## src/rtl/kbd_scan_pkg.sv

```systemverilog
package kbd_scan_pkg;
  localparam logic [3:0] DIGIT_ERR  = 4'hE;
  localparam logic [3:0] DIGIT_NONE = 4'hF;

  // true when data plus parity hold an odd number of ones
  function automatic logic odd_parity_ok(input logic [7:0] data, input logic par);
    return ^{data, par};
  endfunction

  // number-row scancode to decimal digit, error symbol otherwise
  function automatic logic [3:0] scan_to_digit(input logic [7:0] sc);
    case (sc)
      8'h45: return 4'd0;
      8'h16: return 4'd1;
      8'h1E: return 4'd2;
      8'h26: return 4'd3;
      8'h25: return 4'd4;
      8'h2E: return 4'd5;
      8'h36: return 4'd6;
      8'h3D: return 4'd7;
      8'h3E: return 4'd8;
      8'h46: return 4'd9;
      default: return DIGIT_ERR;
    endcase
  endfunction
endpackage

```

## src/rtl/kbd_line_filter.sv

```systemverilog
module kbd_line_filter #(
  parameter int SYNC_STAGES = 2,
  parameter int DEB_CYCLES  = 8
) (
  input  logic       clk,
  input  logic       rst_n,
  input  logic [1:0] raw_i,     // [0] keyboard clock, [1] keyboard data
  output logic [1:0] filt_o,
  output logic       clk_fall_o
);
  localparam int CW = $clog2(DEB_CYCLES + 1);

  for (genvar g = 0; g < 2; g++) begin : g_line
    logic [SYNC_STAGES-1:0] sy;
    logic [CW-1:0]          cnt;
    logic                   f;
    always_ff @(posedge clk) begin
      if (!rst_n) begin
        sy  <= '1;
        cnt <= '0;
        f   <= 1'b1;
      end else begin
        sy <= {sy[SYNC_STAGES-2:0], raw_i[g]};
        if (sy[SYNC_STAGES-1] != f) begin
          if (cnt == CW'(DEB_CYCLES - 1)) begin
            f   <= sy[SYNC_STAGES-1];
            cnt <= '0;
          end else begin
            cnt <= cnt + 1'b1;
          end
        end else begin
          cnt <= '0;
        end
      end
    end
    assign filt_o[g] = f;
  end

  logic clk_prev;
  always_ff @(posedge clk) begin
    if (!rst_n) clk_prev <= 1'b1;
    else        clk_prev <= filt_o[0];
  end
  assign clk_fall_o = clk_prev & ~filt_o[0];
endmodule

```

## src/rtl/kbd_frame_rx.sv

```systemverilog
module kbd_frame_rx
  import kbd_scan_pkg::*;
#(
  parameter int TIMEOUT_CYCLES = 5000
) (
  input  logic       clk,
  input  logic       rst_n,
  input  logic       fall_i,
  input  logic       dat_i,
  output logic       byte_vld_o,
  output logic [7:0] byte_o,
  output logic       frame_drop_o
);
  localparam int TW = $clog2(TIMEOUT_CYCLES + 1);

  logic [9:0]    sh;       // after ten shifts: [0] start, [8:1] data, [9] parity
  logic [3:0]    nbits;
  logic [TW-1:0] idle;
  logic          frame_ok;

  assign frame_ok = !sh[0] && dat_i && odd_parity_ok(sh[8:1], sh[9]);

  always_ff @(posedge clk) begin
    if (!rst_n) begin
      sh           <= '0;
      nbits        <= '0;
      idle         <= '0;
      byte_vld_o   <= 1'b0;
      byte_o       <= '0;
      frame_drop_o <= 1'b0;
    end else begin
      byte_vld_o   <= 1'b0;
      frame_drop_o <= 1'b0;
      if (fall_i) begin
        idle <= '0;
        if (nbits == 4'd10) begin
          nbits <= '0;
          if (frame_ok) begin
            byte_vld_o <= 1'b1;
            byte_o     <= sh[8:1];
          end else begin
            frame_drop_o <= 1'b1;
          end
        end else begin
          sh    <= {dat_i, sh[9:1]};
          nbits <= nbits + 1'b1;
        end
      end else if (nbits != 4'd0) begin
        if (idle == TW'(TIMEOUT_CYCLES - 1)) begin
          nbits <= '0;
          idle  <= '0;
        end else begin
          idle <= idle + 1'b1;
        end
      end else begin
        idle <= '0;
      end
    end
  end
endmodule

```

## src/rtl/kbd_scan_fifo.sv

```systemverilog
module kbd_scan_fifo #(
  parameter int DEPTH = 16,   // power of two
  parameter int W     = 8
) (
  input  logic                       clk,
  input  logic                       rst_n,
  input  logic                       push_i,
  input  logic [W-1:0]               din_i,
  input  logic                       pop_i,
  output logic [W-1:0]               dout_o,
  output logic [$clog2(DEPTH):0]     count_o,
  output logic                       empty_o,
  output logic                       full_o
);
  localparam int AW = $clog2(DEPTH);

  logic [W-1:0]  mem [DEPTH];
  logic [AW-1:0] wp, rp;
  logic          do_push, do_pop;

  assign empty_o = (count_o == '0);
  assign full_o  = (count_o == (AW+1)'(DEPTH));
  assign do_push = push_i && !full_o;
  assign do_pop  = pop_i && !empty_o;
  assign dout_o  = mem[rp];

  always_ff @(posedge clk) begin
    if (!rst_n) begin
      wp      <= '0;
      rp      <= '0;
      count_o <= '0;
      for (int i = 0; i < DEPTH; i++) mem[i] <= '0;
    end else begin
      if (do_push) begin
        mem[wp] <= din_i;
        wp      <= wp + 1'b1;
      end
      if (do_pop) rp <= rp + 1'b1;
      case ({do_push, do_pop})
        2'b10:   count_o <= count_o + 1'b1;
        2'b01:   count_o <= count_o - 1'b1;
        default: count_o <= count_o;
      endcase
    end
  end
endmodule

```

## src/rtl/kbd_scan_rx.sv

```systemverilog
module kbd_scan_rx
  import kbd_scan_pkg::*;
#(
  parameter int SYNC_STAGES    = 2,
  parameter int DEB_CYCLES     = 8,
  parameter int TIMEOUT_CYCLES = 5000,
  parameter int QUEUE_DEPTH    = 16,
  parameter int HIST_DEPTH     = 16
) (
  input  logic       clk,
  input  logic       rst_n,
  input  logic       kb_clk_i,
  input  logic       kb_dat_i,
  input  logic       undo_i,
  output logic [7:0] code_o,
  output logic [3:0] digit_o,
  output logic       have_code_o
);
  localparam int QCW = $clog2(QUEUE_DEPTH) + 1;
  localparam int HW  = $clog2(HIST_DEPTH);

  logic [1:0]     filt;
  logic           kb_fall;
  logic           byte_vld, frame_drop;
  logic [7:0]     rx_byte, q_head;
  logic [QCW-1:0] q_count;
  logic           q_empty, q_full;

  kbd_line_filter #(.SYNC_STAGES(SYNC_STAGES), .DEB_CYCLES(DEB_CYCLES)) u_filt (
    .clk(clk), .rst_n(rst_n), .raw_i({kb_dat_i, kb_clk_i}),
    .filt_o(filt), .clk_fall_o(kb_fall));

  kbd_frame_rx #(.TIMEOUT_CYCLES(TIMEOUT_CYCLES)) u_frame (
    .clk(clk), .rst_n(rst_n), .fall_i(kb_fall), .dat_i(filt[1]),
    .byte_vld_o(byte_vld), .byte_o(rx_byte), .frame_drop_o(frame_drop));

  // named events for the checker
  logic pop_evt, undo_evt, at_oldest;

  kbd_scan_fifo #(.DEPTH(QUEUE_DEPTH), .W(8)) u_q (
    .clk(clk), .rst_n(rst_n), .push_i(byte_vld), .din_i(rx_byte),
    .pop_i(pop_evt), .dout_o(q_head), .count_o(q_count),
    .empty_o(q_empty), .full_o(q_full));

  // reader: drains whenever the queue holds data
  assign pop_evt = !q_empty;

  logic [7:0]    hist [HIST_DEPTH];
  logic [HW-1:0] hwr, back, show_idx;
  logic [HW:0]   hcount;
  logic          undo_q;

  assign undo_evt  = undo_i && !undo_q;
  assign at_oldest = (hcount == '0) || ({1'b0, back} == hcount - 1'b1);
  assign show_idx  = hwr - 1'b1 - back;

  always_ff @(posedge clk) begin
    if (!rst_n) begin
      hwr    <= '0;
      hcount <= '0;
      back   <= '0;
      undo_q <= 1'b0;
      for (int i = 0; i < HIST_DEPTH; i++) hist[i] <= '0;
    end else begin
      undo_q <= undo_i;
      if (pop_evt) begin
        hist[hwr] <= q_head;
        hwr       <= hwr + 1'b1;
        back      <= '0;
        if (hcount != (HW+1)'(HIST_DEPTH)) hcount <= hcount + 1'b1;
      end else if (undo_evt && !at_oldest) begin
        back <= back + 1'b1;
      end
    end
  end

  assign have_code_o = (hcount != '0);
  assign code_o      = have_code_o ? hist[show_idx] : 8'h00;
  assign digit_o     = have_code_o ? scan_to_digit(code_o) : DIGIT_NONE;
endmodule

```

## config.mk

```make
export PLATFORM = sky130hd
export DESIGN_NAME = kbd_scan_rx
export DESIGN_NICKNAME = d
export VERILOG_FILES = /design/src/rtl/kbd_scan_pkg.sv /design/src/rtl/kbd_line_filter.sv /design/src/rtl/kbd_frame_rx.sv /design/src/rtl/kbd_scan_fifo.sv /design/src/rtl/kbd_scan_rx.sv
export SDC_FILE = /design/constraint.sdc
export NUM_CORES = 1
export LEC_CHECK = 0
export BUFFER_PORTS_ARGS = -buffer_cell sky130_fd_sc_hd__buf_2
export CAP_MARGIN = 20
export CELL_PAD_IN_SITES_DETAIL_PLACEMENT = 0
export CELL_PAD_IN_SITES_GLOBAL_PLACEMENT = 1
export CORE_MARGIN = 5
export CORE_UTILIZATION = 35
export CTS_CLUSTER_SIZE = 8
export DETAILED_ROUTE_END_ITERATION = 16
export PLACE_DENSITY = 0.66
export SETUP_SLACK_MARGIN = 0.05
export SYNTH_ARGS = -nofsm -noshare
export SYNTH_HDL_FRONTEND = slang
export SYNTH_HIERARCHICAL = 1
export SYNTH_SLANG_ARGS = --single-unit
```

## constraint.sdc

```tcl
create_clock -name clk -period 4.15 [get_ports clk]
set_input_delay 0.83 -clock clk [delete_from_list [all_inputs] [get_ports clk]]
set_output_delay 0.83 -clock clk [all_outputs]
set_load 0.01 [all_outputs]
```

==> results.cfg <==
[route]
routedWlPerCell_um = 19.1
met3WireLength_um = 1620
ant_nets = 0
drt_iter0_markers = 775
vias = 10000
top_layer = met4
route.detailed.drc = 0
wl_met2_um = 18200
wl_met1_um = 16900
firstDrtPassIters = 5
vias_per_cell = 5.12
wl_um = 37400

[finish]
instances_no_fill = 1962
num_antenna_cells = 0
area_delta_synth_final_pct = 16.3
layout-drive-gt1-share = 0.191
nets = 1369

[sta]
fmax_mhz = 219
period_share = 1.10
report.final.hold_viol_count = 0
timing.final.ws_setup_ns = -0.420
hold_ws_ns = 0.403
timing.slew.headroom = 0.303
fin_skew_ns = 0.0308
maxSlewViolCount = 0
post-route-min-period_ns = 4.57
worstMarginPinSlew_ns = 1.05
finalSetupViolations = 4
rsz0062_at_grt = true

[pwr]
pwr_density_cell_nw_per_um2 = 407
internal_power_mw = 6.02
irDropWorstVdd_mv = 0.349
p_leak_nw = 6.88
pwr-share-clk = 0.480
p_seq_frac = 0.496
p_sw_frac = 0.210
combPwrFrac = 0.024
switching_power_mw = 1.59

[logic_synthesis]
syn_avg_cell_area_um2 = 12.4
netlist_instances = 1293
synth_area_um2 = 16100
yosys_warnings = 6
synth_nets = 1326

[floorplan]
die_area_um2 = 50300
start_util = 0.354
die_w_um = 224
dieHeight_um = 224
core_um2 = 45400
num_rows = 78
ios = 18

[worst_setup_path]
slowest_stage = fa_2
timing.critical_path.mode_cell = inv_2
path_cells = inv_2 -> ha_4 -> inv_2 -> fa_2 -> buf_4 -> mux4_2 -> nand2_1 -> a221oi_4 -> o211a_1 -> or4_4 -> a21oi_4 -> o41ai_1 -> buf_2
critPathRequiredTime_ns = 3.32
worstPathMaxFanout = 5
cpLargestDelayFamily = adder cells
worstSetupStartpointType = flip-flop
crit_path_end_kind = output pin
path_class = reg2out
crit_buf_inv = 4
cp_slowest_stage_delay_ns = 0.63
critPathArrivalTime_ns = 3.74

[grt]
antenna_found_initial = 1
grt_usage = 0.148
grt_first_pass_wirelength_um = 58800
overflow = 0
grt_start_max_net_pins = 44
grt_pass1_vias = 10100

[clock_tree]
hold_buffers = 0
clk_pin_slew_ns = 0.05
numCtsBuffers = 48
cts.htree.levels = 2
cts.sinks = 338
cts_buffer_depth = 3
root_buffer = clkbuf_16
tritoncts = built
clk_latency_ns = 0.58

[placed_design]
placedCellCount = 1869
portBuffers = 17
gp_congestion = 0.799
dp_slack_ns = 0.0472
hpwl_um = 24500

[flow_run]
maxCapViolations = 0

[min_path]
hold_path.class = reg2reg

[run_status]
status = finished, violations left
violations = negative setup slack
==> layer usage <==
layer | up-vias | track usage
met3 | 45 | 0.0247
li1 | 4804 | -
met4 | 0 | 0.0383
met2 | 188 | 0.248
met1 | 5006 | 0.200
met5 | - | 0
==> final cells by class <==
cell class	instances	area, um2
well taps	600	751
clock buffers	72	1300
repair buffers	85	717
clock inverters	4	96.3
multi-input cells	832	6390
inverters	31	116
fillers	4245	26700
flip-flops and latches	338	9330
==> flip-flops by register name, indices dropped and copies added, names as in the netlist, 5 cells and up, named ones only <==
signal and count:
u_q/count_o 5, hcount 5, hist 128, u_filt/g_line.cnt 8, u_q/mem 128, u_frame/idle 13
u_frame/sh 10, u_frame/byte_o 8
==> through the flow <==
step	instance area [um2]	power (mW)	setup TNS (ns)	utilization
final	18700	7.61	-1.56	0.412
after global routing	18700	7.88	-2.23	0.412
after CTS	18700	7.71	-1.58	0.411
after detailed placement	16900	4.03	0	0.373
after global placement	16900	4.02	0	0.373
after floorplan	16100	3.94	0	-
==> worst paths after layout <==
kind | start | end | slack [ns] | cells after the start
worst max-delay path | back[0] | digit_o[3] | -0.42 | 13
worst min-delay path | u_filt/g_line[0].sy[0] | u_filt/g_line[0].sy[1] | 0.40 | 1
worst max register to register | u_q/count_o[0] | u_q/count_o[3] | 1.08 | 12
worst min register to register | u_filt/g_line[0].sy[0] | u_filt/g_line[0].sy[1] | 0.40 | 1
==> layout by cell type, fill, tap and decap left out, types with 25 or more instances in the layout <==
cell type	n
nor2_1	164
dfxtp_1	79
clkbuf_16	48
ha_1	25
inv_1	28
buf_4	60
and3_1	132
mux4_2	60
nand2_1	150
edfxtp_1	256
==> power groups by stage <==
stage	Combinational, mW	Sequential [mW]	Clock (mW)
finish	0.184	3.77	3.65
global route	0.200	3.78	3.90
CTS	0.189	3.77	3.74
detailed placement	0.186	3.84	0
global placement	0.185	3.84	0
floorplan	0.116	3.82	0
==> timing repair <==
action	4_1_cts	5_1_grt
endpoints found under the setup margin	6	8
pin swaps	9	2
resized for setup	38	5
gates cloned	2	0
setup buffers	13	2
No activity file was read; power rests on OpenSTA's default activity.
